`src/rtl/ctx_tlb_pkg.sv`:
```
package ctx_tlb_pkg;
  localparam int VPN_W = 20;
  localparam int PTE_W = 32;

  typedef enum logic [1:0] {
    LVL_NONE   = 2'd0,
    LVL_REGION = 2'd1,
    LVL_SEG    = 2'd2,
    LVL_PAGE   = 2'd3
  } lvl_e;

  localparam logic [2:0] OP_PAGE   = 3'd0;
  localparam logic [2:0] OP_SEG    = 3'd1;
  localparam logic [2:0] OP_REGION = 3'd2;
  localparam logic [2:0] OP_CTX    = 3'd3;
  localparam logic [2:0] OP_ALL    = 3'd4;

  // Page-number bits that an entry of the given size compares.
  function automatic logic [VPN_W-1:0] size_mask(lvl_e l);
    case (l)
      LVL_REGION: size_mask = 20'hFF000;
      LVL_SEG:    size_mask = 20'hFFFC0;
      default:    size_mask = 20'hFFFFF;
    endcase
  endfunction

  // Page-number bits that a flush operation compares.
  function automatic logic [VPN_W-1:0] op_mask(logic [2:0] op);
    case (op)
      OP_PAGE:   op_mask = 20'hFFFFF;
      OP_SEG:    op_mask = 20'hFFFC0;
      OP_REGION: op_mask = 20'hFF000;
      default:   op_mask = '0;
    endcase
  endfunction
endpackage

```
`src/rtl/ctx_tlb_rr.sv`:
```
module ctx_tlb_rr #(
  parameter int N = 8,
  localparam int IW = (N > 1) ? $clog2(N) : 1
) (
  input  logic          clk,
  input  logic          rst_n,
  input  logic          adv,
  output logic [IW-1:0] ptr
);
  always_ff @(posedge clk or negedge rst_n) begin
    if (!rst_n)   ptr <= '0;
    else if (adv) ptr <= (ptr == IW'(N - 1)) ? '0 : ptr + 1'b1;
  end

  assert_ptr_hold_R4: assert property (@(posedge clk) disable iff (!rst_n)
    !adv |=> $stable(ptr));
  assert_ptr_moves_R4: assert property (@(posedge clk) disable iff (!rst_n)
    adv |=> ptr != $past(ptr));
endmodule

```
`src/rtl/ctx_tlb_entry.sv`:
```
module ctx_tlb_entry
  import ctx_tlb_pkg::*;
#(
  parameter int CTX_W = 8
) (
  input  logic             clk,
  input  logic             rst_n,
  input  logic             wr_en,
  input  logic [VPN_W-1:0] wr_vpn,
  input  logic [CTX_W-1:0] wr_ctx,
  input  lvl_e             wr_lvl,
  input  logic [PTE_W-1:0] wr_pte,
  input  logic [VPN_W-1:0] lu_vpn,
  input  logic [CTX_W-1:0] lu_ctx,
  output logic             lu_match,
  input  logic [VPN_W-1:0] pr_vpn,
  input  logic [CTX_W-1:0] pr_ctx,
  output logic             pr_match,
  input  logic             fl_en,
  input  logic             fl_all,
  input  logic [VPN_W-1:0] fl_vpn,
  input  logic [VPN_W-1:0] fl_mask,
  input  logic [CTX_W-1:0] fl_ctx,
  output logic             valid_o,
  output logic [PTE_W-1:0] pte_o
);
  logic             valid_q;
  logic [VPN_W-1:0] vpn_q;
  logic [CTX_W-1:0] ctx_q;
  lvl_e             lvl_q;
  logic [PTE_W-1:0] pte_q;
  logic [VPN_W-1:0] smask;
  logic             kill;

  assign smask    = size_mask(lvl_q);
  assign lu_match = valid_q && (ctx_q == lu_ctx) && (((vpn_q ^ lu_vpn) & smask) == '0);
  assign pr_match = valid_q && (ctx_q == pr_ctx) && (((vpn_q ^ pr_vpn) & smask) == '0);
  // Overlap test at the coarser of entry size and flush reach.
  assign kill = fl_en && (fl_all ||
                ((ctx_q == fl_ctx) && (((vpn_q ^ fl_vpn) & smask & fl_mask) == '0)));

  always_ff @(posedge clk or negedge rst_n) begin
    if (!rst_n) begin
      valid_q <= 1'b0;
      vpn_q   <= '0;
      ctx_q   <= '0;
      lvl_q   <= LVL_NONE;
      pte_q   <= '0;
    end else if (kill) begin
      valid_q <= 1'b0;
    end else if (wr_en) begin
      valid_q <= 1'b1;
      vpn_q   <= wr_vpn;
      ctx_q   <= wr_ctx;
      lvl_q   <= wr_lvl;
      pte_q   <= wr_pte;
    end
  end

  assign valid_o = valid_q;
  assign pte_o   = pte_q;

  assert_flush_all_empties_R5: assert property (@(posedge clk) disable iff (!rst_n)
    fl_en && fl_all |=> !valid_q);
  assert_ctx_flush_empties_R6: assert property (@(posedge clk) disable iff (!rst_n)
    fl_en && !fl_all && (fl_mask == '0) && (ctx_q == fl_ctx) |=> !valid_q);
  assert_other_ctx_kept_R7: assert property (@(posedge clk) disable iff (!rst_n)
    fl_en && !fl_all && (ctx_q != fl_ctx) && !wr_en |=> valid_q == $past(valid_q));
endmodule

```
`src/rtl/ctx_tlb.sv`:
```
module ctx_tlb
  import ctx_tlb_pkg::*;
#(
  parameter int N_ENT = 8,
  parameter int CTX_W = 8
) (
  input  logic             clk,
  input  logic             rst_n,
  input  logic [31:0]      lu_va,
  input  logic [CTX_W-1:0] lu_ctx,
  output logic             lu_hit,
  output logic [31:0]      lu_pte,
  input  logic             fill_valid,
  output logic             fill_ready,
  input  logic [31:0]      fill_va,
  input  logic [CTX_W-1:0] fill_ctx,
  input  logic [1:0]       fill_lvl,
  input  logic [31:0]      fill_pte,
  input  logic [CTX_W-1:0] cur_ctx,
  input  logic [31:0]      fp_addr,
  input  logic             fp_wr,
  input  logic             fp_rd,
  output logic [31:0]      fp_rdata
);
  localparam int IW = (N_ENT > 1) ? $clog2(N_ENT) : 1;

  logic [2:0]       op;
  logic             fill_fire;
  logic [IW-1:0]    vic_ptr;
  logic [N_ENT-1:0] lu_m, pr_m, ent_valid, wr_en;
  logic [PTE_W-1:0] ent_pte [N_ENT];
  logic             pr_hit;
  logic [PTE_W-1:0] pr_pte;
  logic             unused_bits;

  assign op          = fp_addr[10:8];
  assign fill_ready  = !fp_wr;
  assign fill_fire   = fill_valid && fill_ready && (fill_lvl != 2'd0);
  assign unused_bits = ^{lu_va[11:0], fill_va[11:0], fp_addr[11], fp_addr[7:0]};

  ctx_tlb_rr #(.N(N_ENT)) rr_i (
    .clk(clk), .rst_n(rst_n), .adv(fill_fire), .ptr(vic_ptr)
  );

  for (genvar i = 0; i < N_ENT; i++) begin : g_ent
    assign wr_en[i] = fill_fire && (vic_ptr == IW'(i));
    ctx_tlb_entry #(.CTX_W(CTX_W)) ent_i (
      .clk(clk), .rst_n(rst_n),
      .wr_en(wr_en[i]), .wr_vpn(fill_va[31:12]), .wr_ctx(fill_ctx),
      .wr_lvl(lvl_e'(fill_lvl)), .wr_pte(fill_pte),
      .lu_vpn(lu_va[31:12]), .lu_ctx(lu_ctx), .lu_match(lu_m[i]),
      .pr_vpn(fp_addr[31:12]), .pr_ctx(cur_ctx), .pr_match(pr_m[i]),
      .fl_en(fp_wr && (op <= OP_ALL)), .fl_all(op == OP_ALL),
      .fl_vpn(fp_addr[31:12]), .fl_mask(op_mask(op)), .fl_ctx(cur_ctx),
      .valid_o(ent_valid[i]), .pte_o(ent_pte[i])
    );
  end

  // Lowest index wins: scan downward so the last assignment is the lowest.
  always_comb begin
    lu_hit = 1'b0;
    lu_pte = '0;
    pr_hit = 1'b0;
    pr_pte = '0;
    for (int i = N_ENT - 1; i >= 0; i--) begin
      if (lu_m[i]) begin
        lu_hit = 1'b1;
        lu_pte = ent_pte[i];
      end
      if (pr_m[i]) begin
        pr_hit = 1'b1;
        pr_pte = ent_pte[i];
      end
    end
  end

  assign fp_rdata = (fp_rd && (op == OP_ALL) && pr_hit) ? pr_pte : '0;

  assert_fill_lands_R3: assert property (@(posedge clk) disable iff (!rst_n)
    fill_fire |=> ent_valid[$past(vic_ptr)]);
  assert_fill_blocked_R3: assert property (@(posedge clk) disable iff (!rst_n)
    fill_valid && fp_wr |=> $stable(vic_ptr));
  assert_probe_code_R11: assert property (@(posedge clk) disable iff (!rst_n)
    fp_rd && (fp_addr[10:8] != 3'd4) |-> fp_rdata == '0);
  assert_miss_zero_R2: assert property (@(posedge clk) disable iff (!rst_n)
    !lu_hit |-> lu_pte == '0);
  assert_reset_empty_R1: assert property (@(posedge clk)
    $rose(rst_n) |-> ent_valid == '0);
endmodule

```
`config.mk`:
```
export PLATFORM = sky130hd
export DESIGN_NAME = ctx_tlb
export DESIGN_NICKNAME = d
export VERILOG_FILES = /design/src/rtl/ctx_tlb_pkg.sv /design/src/rtl/ctx_tlb_rr.sv /design/src/rtl/ctx_tlb_entry.sv /design/src/rtl/ctx_tlb.sv
export SDC_FILE = /design/constraint.sdc
export NUM_CORES = 1
export LEC_CHECK = 0
export BUFFER_PORTS_ARGS = -buffer_cell sky130_fd_sc_hd__clkbuf_2
export CORE_MARGIN = 8
export CORE_UTILIZATION = 50
export DETAILED_ROUTE_END_ITERATION = 12
export PLACE_DENSITY = 0.72
export SETUP_SLACK_MARGIN = 0.1
export SYNTH_ARGS = -nofsm -noshare
export SYNTH_HDL_FRONTEND = slang
export SYNTH_SLANG_ARGS = --single-unit
```
`constraint.sdc`:
```
create_clock -name clk -period 9.6 [get_ports clk]
set_clock_uncertainty 0.05 [all_clocks]
set_input_delay 1.92 -clock clk [delete_from_list [all_inputs] [get_ports clk]]
set_output_delay 1.92 -clock clk [all_outputs]
set_load 0.01 [all_outputs]
```
==> Yosys cells after proc, flatten, opt, wreduce, memory -nomap -nowiden <==
Index checks and enable logic that the tools add are counted.
W data, S select, Z words.
{ "totals": {"reg_bits": 507, "in_bits": 159} }
{ "classes": {"add_sub_neg": 1, "n_lt_le_gt_ge": 1, "eq_ne": 42, "n_mux": 59, "n_bitwise": 48, "n_reduce_logical": 113} }
{ "ops": {"columns": ["operator", "count"], "rows": [
  ["$mux W32", 17],
  ["$and A20 B20 Y20", 24],
  ["$logic_not A20 Y1", 24],
  ["$xor A20 B20 Y20", 16],
  ["$pmux W12 S2", 8],
  ["$eq A8 B8 Y1", 16],
  ["$logic_and A1 B1 Y1", 61],
  ["$pmux W20 S3", 1],
  ["$mux W1", 32],
  ["$reduce_bool A2 Y1", 9],
  ["$eq A2 B1 Y1 const B", 8],
  ["$eq A2 B2 Y1 const B", 8],
  ["$reduce_and A2 Y1", 8],
  ["$eq A3 B3 Y1 const B", 5],
  ["$eq A3 B2 Y1 const B", 3],
  ["$logic_or A1 B1 Y1", 8],
  ["$not A1 Y1", 8],
  ["$eq A3 B1 Y1 const B", 2],
  ["$logic_not A3 Y1", 2],
  ["$add A3 B1 Y3 const B", 1],
  ["$le A3 B3 Y1 const B", 1],
  ["$mux W3", 1],
  ["$logic_not A1 Y1", 1]
]} }

==> Logic depth before layout (Yosys ltp) <==
Gate-level depths: netlist of run 1.
{ "depth": {"ltp_word": 15, "mapped_depth": 11} }

==> Cells and area by module <==
From an unflattened synthesis of run 1, not the netlist that was laid out.
{ "hier_totals": {"cells_unflattened": 4746, "area_unflattened_um2": 40732.8} }
{ "by_module_without_submodules": {"columns": ["module", "instances", "cells_each", "area_per_inst_um2", "seq_area_each_um2"], "rows": [
  ["ctx_tlb_entry", 8, 504, 4534.3, 1576.5],
  ["ctx_tlb", 1, 703, 4315.4, 0.0],
  ["ctx_tlb_rr", 1, 11, 142.6, 75.1]
]} }

==> Worst setup path after synthesis of run 1 <==
No wires, ideal clock.
{ "synth_timing": {"path_kind": "input to output", "from": "in lu_va[12]", "to": "out lu_pte[10]", "arrival_time_ps": 4103, "required_time_ps": 7630, "slack_ps": 3527, "stages": 11, "n_path_buf": 3, "path_cell_list": "buf_2 -> xor2_1 -> nor4_1 -> nand3_1 -> a2111oi_2 -> nor2b_1 -> buf_2 -> buf_4 -> a221oi_1 -> or3_1 -> a31oi_1"} }
{ "synth_via": {"elab_chain_cells": 12} }
{ "synth_rtl": {"columns": ["element", "line", "rtl"], "rows": [
  ["start: declaration", "ctx_tlb.sv:9", "input logic [31:0] lu_va,"],
  ["$xor A20 B20 Y20", "ctx_tlb_entry.sv:36", "assign lu_match = valid_q && (ctx_q == lu_ctx) && (((vpn_q ^ lu_vpn) & smask) == '0);"],
  ["$and A20 B20 Y20", "ctx_tlb_entry.sv:36", null],
  ["$logic_not A20 Y1", "ctx_tlb_entry.sv:36", null],
  ["$logic_and A1 B1 Y1", "ctx_tlb_entry.sv:36", null],
  ["$mux W32 (7 in a row)", "ctx_tlb.sv:66", "if (lu_m[i]) begin"],
  ["$mux W32 (*)", "ctx_tlb.sv:66", null],
  ["end: declaration", "ctx_tlb.sv:12", "output logic [31:0] lu_pte,"]
]} }
Every way passes the cells marked *; elsewhere a longest branch is shown, timed or not.

==> Final worst setup path of run 1 <==
{ "layout_timing": {"from": "in cur_ctx[5]", "to": "out fp_rdata[1]"} }
{ "layout_via": {"elab_chain_cells": 13} }
{ "layout_rtl": {"columns": ["element", "line", "rtl"], "rows": [
  ["start: declaration", "ctx_tlb.sv:19", "input logic [CTX_W-1:0] cur_ctx,"],
  ["$eq A8 B8 Y1", "ctx_tlb_entry.sv:37", "assign pr_match = valid_q && (ctx_q == pr_ctx) && (((vpn_q ^ pr_vpn) & smask) == '0);"],
  ["$logic_and A1 B1 Y1 (2 in a row)", "ctx_tlb_entry.sv:37", null],
  ["$mux W1 (8 in a row)", "ctx_tlb.sv:70", "if (pr_m[i]) begin"],
  ["$logic_and A1 B1 Y1", "ctx_tlb.sv:77", "assign fp_rdata = (fp_rd && (op == OP_ALL) && pr_hit) ? pr_pte : '0;"],
  ["$mux W32 (*)", "ctx_tlb.sv:77", null],
  ["end: declaration", "ctx_tlb.sv:23", "output logic [31:0] fp_rdata"]
]} }
Marks and branches as above.

==> results of run 1 <==
-- state kept, by name, summed over array words and instances (netlist names) --
signal and flops:
g_ent.ent_i.pte_o 256, g_ent.ent_i.vpn_q 160, g_ent.ent_i.ctx_q 64, g_ent.ent_i.lvl_q 16
g_ent.ent_i.valid_o 8, rr_i.ptr 3
-- critical path, stage by stage --
cell and delay [ns]:
clkbuf_2 0.23, xor2_1 0.20, nor4_1 0.95, nand3_1 0.27, nor4_4 0.19, buf_4 0.49
o311a_1 1.09, buf_12 0.28, o311a_1 0.26, clkbuf_2 0.16
-- stage by stage --
stage | setup slack [ns] | instance area, um^2
after floorplan | 3.53 | 29000
after global placement | 1.71 | 30400
after global routing | 1.50 | 32200
final | 1.57 | 32200
after detailed placement | 1.68 | 30400
after CTS | 1.65 | 32200
-- synth_stat cells (all sizes together), types with 32 or more instances --
cell type / n / area share
clkbuf: 114 / 0.015
xnor2: 128 / 0.039
o21ai: 46 / 0.0079
a21oi: 147 / 0.025
nor4: 71 / 0.016
nor2: 154 / 0.020
a31oi: 47 / 0.010
inv: 84 / 0.011
buf: 86 / 0.015
a221oi: 90 / 0.029
mux2: 520 / 0.20
nand2: 99 / 0.013
o311a: 32 / 0.011
nor3: 49 / 0.0085
xor2: 320 / 0.097
dfrtp: 507 / 0.44
-- path summary, 6_finish.rpt --
path | start | end | slack [ns] | depth (start not counted)
setup / recovery | cur_ctx[5] | fp_rdata[1] | 1.57 | 10
hold / removal | g_ent[6].ent_i.lvl_q[1]$_DFFE_PN0P_ | g_ent[6].ent_i.lvl_q[1]$_DFFE_PN0P_ | 0.46 | 1
setup reg to reg | rr_i.ptr[2]$_DFFE_PN0P_ | g_ent[3].ent_i.ctx_q[5]$_DFFE_PN0P_ | 6.90 | 5
hold reg to reg | g_ent[6].ent_i.lvl_q[1]$_DFFE_PN0P_ | g_ent[6].ent_i.lvl_q[1]$_DFFE_PN0P_ | 0.46 | 1
max in group asynchronous | rst_n | g_ent[6].ent_i.pte_o[17]$_DFFE_PN0P_ | 5.90 | 3
min in group asynchronous | rst_n | g_ent[7].ent_i.vpn_q[19]$_DFFE_PN0P_ | 1.22 | 1
-- metal layers --
metal | vias to the layer above | global-route usage | wire length, um | part of all wire
met5 | - | 0 | 54 | 0.00059
met4 | 8 | 0.126 | 4120 | 0.045
met3 | 236 | 0.0586 | 7220 | 0.079
met2 | 962 | 0.436 | 43200 | 0.47
met1 | 11200 | 0.345 | 37200 | 0.41
li1 | 9594 | - | - | -
-- power by group --
group	total, uW	internal (uW)	leakage, uW	switching (uW)
Clock	2090	1190	0.000870	906
Combinational	2590	1410	0.00736	1170
Sequential	4140	3170	0.00636	971
-- cell type report --
class	count	area [um^2]	area share
Antenna cell	2	5.00	0.000155
Clock buffer	81	1610	0.0499
Inverter	84	315	0.00979
Multi-Input combinational cell	1857	15200	0.472
Timing Repair Buffer	225	1260	0.0391
Clock inverter	16	165	0.00513
Tap cell	765	957	0.0297
Sequential cell	507	12700	0.394
-- kinds of logic (layout without fill, tap and decap cells) --
group | count (synthesis) | count (layout) | synth area share
muxes | 521 | 521 | 0.202
DFF | 507 | 507 | 0.438
and+or+nand+nor | 470 | 470 | 0.0792
xor gates and xnor gates | 448 | 448 | 0.135
AOI/OAI and AO/OA | 404 | 404 | 0.0980
buffers and inverters | 284 | 406 | 0.0408
adders and majority gates | 14 | 14 | 0.00605
other | 0 | 2 | 0
==> flow_summary_export.csv, run 1 <==
group,metric,value,unit
clock_network,h-tree-depth,2,
timing,maxSlewViolCount,0,
routing,drt_first_pass_iters,6,
timing,whs,0.463,ns
clock_network,clk_pin_slew_worst_paths,0.06,ns
synthesis,syn_nets,2821,
timing,rsz0062_at_grt,"false",
floorplanning,die_height,257,um
floorplanning,core-area,0.0575,mm^2
place,port_buffers,191,
clock_network,numCtsBuffers,57,
layout,fin_nets,2905,
setup_path,crit_type,"input port to output port",
layout,drive_gt1_frac,0.312,
synthesis,syn_avg_cell_area,10.9,um^2
routing,drt-wirelength-per-cell,26.0,um
place,hpwl,58800,um
clock_network,postCtsSetupRepairBufs,0,
synthesis,synth_seq_cells,507,
clock_network,cts_tree,"done",
power,totalPowerFinal,8820,uW
global_route,grt_pass1_vias,22800,
power,p_per_area,274,mW/mm^2
global_route,grt_util_all_layers,0.270,
power,leakagePower,0.0146,uW
setup_path,cp_max_fo,34,
synthesis,synth_cell_type_count,62,
min_path,hp-class,"register to register",
clock_network,cts.sinks,507,
global_route,grt_pass1_wl,139000,um
layout,final_cell_mix,"520 x mux2_2, 507 x dfrtp_1, 320 x xor2_1",
place,dp.cells,3438,
routing,viasPerCell,6.21,
place,gp_congestion,0.944,
setup_path,cp-start-kind,"input port",
clock_network,post_cts_resized,0,
timing,tightest_slew,1.23,ns
synthesis,synthFlopType,"dfrtp_1",
routing,ant_nets,0,
synthesis,synth_edf_count,0,
power,ir_drop,0.000186,V
clock_network,hold_buffers,0,
floorplanning,ios,225,
synthesis,ys_seq_area_frac,0.438,
routing,num_vias,22000,
floorplanning,start_util,0.504,
clock_network,clk_path_buf_depth,3,
synthesis,ys_warn_count,0,
floorplanning,fp.dieW,257,um
timing,max_freq,0.125,GHz
setup_path,worstPathRequired,7.63,ns
status,outcome,"finished, final reports clean",
clock_network,clk-insertion-delay-late,0.63,ns
timing,setup-violations-final,0,
layout,mostFrequentLayoutCell,"mux2_2",
synthesis,synthArstFlopShare,1.00,
layout,post-route-util,0.560,
timing,hold_viol_final,0,
global_route,antenna_found_initial,6,
routing,drtIter0Drc,1858,
layout,fill_cells,4895,
routing,drt-total-wl,91800,um
synthesis,syn_area,0.0290,mm^2
timing,fin_crit,8.03,ns
clock_network,root_buffer,"clkbuf_16",
setup_path,end_kind,"output port",
floorplanning,die_area,0.0659,mm^2
global_route,grt_max_degree,156,
layout,stdcell_count,3537,
layout,area_growth,11.2,%
floorplanning,rows,88,
run,drv_cap,0,
synthesis,synthCells,2648,
timing,setup_tns,0,ns
timing,post-route-period-util,0.837,
routing,route.detailed.drc,0,
timing,slew-limit-headroom,0.179,
global_route,overflow,0,
setup_path,cp_data_arrival_time,6.06,ns
(Power assumes the default switching activity.)
==> inputs of run 2 (changes only) <==
- clock period: 9.6 -> 7.65 ns (I/O delays scaled with it)
==> flow_summary_export.csv, run 2 (synthesis results as in run 1) <==
group,metric,value,unit
setup_path,max_stage_delay,1.05,ns
setup_path,worstPathRequired,6.07,ns
setup_path,crit_chain,"clkbuf_2 > xor2_1 > nor4_1 > nand4_1 > a2111o_1 > nor2_2 > buf_4 > a221oi_1 > a31oi_1 > clkbuf_2",
timing,max_freq,0.142,GHz
timing,fin_crit,7.06,ns
floorplanning,die_area,0.0659,mm^2
timing,post-route-period-util,0.922,
setup_path,cpMaxStageDelayCell,"nor2_2",
setup_path,cp-start-kind,"input port",
routing,num_vias,22000,
power,combPwrFrac,0.290,
power,switching_share,0.340,
clock_network,cts.sinks,507,
layout,area_growth,11.6,%
clock_network,h-tree-depth,2,
clock_network,cts_tree,"done",
setup_path,crit_end,"lu_pte[25]",
clock_network,clk_path_buf_depth,3,
timing,setup_tns,0,ns
floorplanning,start_util,0.504,
routing,drtIter0Drc,1721,
layout,post-route-util,0.563,
run,drv_cap,0,
layout,fin_nets,2902,
clock_network,clk-insertion-delay-late,0.63,ns
power,p_int,7400,uW
setup_path,path_delay_family,"simple AND/OR/NAND/NOR gates",
setup_path,r2r-start,"rr_i.ptr[1]$_DFFE_PN0P_",
routing,drt-wirelength-per-cell,25.8,um
place,hpwl,58100,um
power,p_clk_frac,0.247,
place,gp_congestion,0.925,
timing,setup-violations-final,0,
setup_path,end_kind,"output port",
setup_path,cp_data_arrival_time,5.48,ns
floorplanning,core-area,0.0575,mm^2
clock_network,clk_pin_slew_worst_paths,0.06,ns
clock_network,postCtsSetupRepairBufs,0,
power,totalPowerFinal,11200,uW
setup_path,rrSetupSlack,5.04,ns
status,outcome,"finished, final reports clean",
global_route,grt_pass1_wl,139000,um
global_route,grt_max_degree,170,
layout,mostFrequentLayoutCell,"mux2_2",
power,ir_drop,0.000235,V
clock_network,hold_buffers,0,
clock_network,post_cts_resized,0,
setup_path,cp_max_fo,18,
routing,drt_first_pass_iters,5,
floorplanning,fp.dieW,257,um
place,port_buffers,191,
min_path,hp-class,"register to register",
floorplanning,die_height,257,um
timing,maxSlewViolCount,0,
power,p_per_area,347,mW/mm^2
layout,final_cell_mix,"520 x mux2_2, 507 x dfrtp_1, 320 x xor2_1",
global_route,antenna_found_initial,8,
floorplanning,rows,88,
timing,whs,0.459,ns
setup_path,rr_worst_depth,5,
power,p_sw,3810,uW
setup_path,crit_type,"input port to output port",
routing,drt-total-wl,91200,um
timing,rsz0062_at_grt,"false",
setup_path,cp_num_buf_inv,3,
setup_path,cp.depth,10,
global_route,grt_util_all_layers,0.269,
timing,tightest_slew,1.35,ns
setup_path,crit_top_cell,"clkbuf_2",
layout,drive_gt1_frac,0.314,
layout,largest_reg_flops,256,
routing,ant_nets,0,
routing,viasPerCell,6.22,
setup_path,regToRegEndpoint,"g_ent[0].ent_i.ctx_q[4]$_DFFE_PN0P_",
layout,fill_cells,4808,
global_route,grt_pass1_vias,23100,
global_route,overflow,0,
clock_network,root_buffer,"clkbuf_16",
routing,route.detailed.drc,0,
setup_path,startpoint,"lu_va[28]",
clock_network,numCtsBuffers,55,
timing,hold_viol_final,0,
power,seqPwrFrac,0.463,
floorplanning,ios,225,
timing,slew-limit-headroom,0.0984,
power,leakagePower,0.0147,uW
-- run 2: cell types whose count changed in the layout (fill, tap and decap cells not counted) --
| cell | change |
|---|---|
| clkinv_16 | -1 |
| clkinv_2 | -3 |
| inv_6 | -1 |
| inv_16 | +1 |
| clkbuf_1 | -9 |
| clkbuf_8 | +9 |
| buf_4 | -1 |
| clkbuf_16 | -1 |
| bufinv_16 | +3 |
| diode_2 | +3 |
-- run 2: final cells by class --
| type | instances | area [um^2] | share of cell area |
|---|---|---|---|
| antenna | 5 | 12.5 | 0.000387 |
| clock buffer | 80 | 1670 | 0.0517 |
| clock inverter | 15 | 221 | 0.00685 |
| inverter | 84 | 315 | 0.00975 |
| multi-input combinational | 1857 | 15200 | 0.471 |
| sequential | 507 | 12700 | 0.392 |
| tap | 765 | 957 | 0.0296 |
| timing repair buffer | 224 | 1250 | 0.0387 |
-- run 2: power by group through the flow --
stage	Combinational [uW]	Sequential (uW)	Clock (uW)
after floorplan	2460	4890	0
after global placement	3110	5080	0
after detailed placement	3230	5200	0
after CTS	3260	5170	2810
after global routing	3520	5360	2920
final	3260	5190	2770
-- run 2: worst register-to-register path, delay by kind of cell, from the launching register on --
family	cells	cell delay, ns
buf+inv	2	0.87
mux	1	0.47
simple gates	1	0.45
flops	1	0.40
fa+ha+maj	1	0.24
-- run 2: how the worst min path moves through the flow --
stage                                              from                                   to  slack [ns]  cells after the start
floorplan           g_ent[3].ent_i.lvl_q[1]$_DFFE_PN0P_  g_ent[3].ent_i.lvl_q[1]$_DFFE_PN0P_        0.43                      1
global placement    g_ent[5].ent_i.lvl_q[1]$_DFFE_PN0P_  g_ent[5].ent_i.lvl_q[1]$_DFFE_PN0P_        0.44                      1
detailed placement  g_ent[4].ent_i.lvl_q[1]$_DFFE_PN0P_  g_ent[4].ent_i.lvl_q[1]$_DFFE_PN0P_        0.45                      1
CTS                 g_ent[4].ent_i.lvl_q[1]$_DFFE_PN0P_  g_ent[4].ent_i.lvl_q[1]$_DFFE_PN0P_        0.46                      1
global route        g_ent[4].ent_i.lvl_q[1]$_DFFE_PN0P_  g_ent[4].ent_i.lvl_q[1]$_DFFE_PN0P_        0.46                      1
finish              g_ent[4].ent_i.lvl_q[1]$_DFFE_PN0P_  g_ent[4].ent_i.lvl_q[1]$_DFFE_PN0P_        0.46                      1
-- run 2: metal layers --
| layer | part of all wire | GRT usage |
|---|---|---|
| met2 | 0.48 | 0.442 |
| met5 | 0.00043 | 0 |
| met1 | 0.40 | 0.337 |
| met3 | 0.080 | 0.0555 |
| met4 | 0.046 | 0.131 |
-- run 2: metrics by stage --
step,setup slack [ns],instances,cell area (um^2)
final,0.593,3537,32300
after global routing,0.508,3536,32300
after CTS,0.803,3532,32300
after detailed placement,0.808,3437,30400
after global placement,0.832,3437,30400
after floorplan,2.36,2648,29000
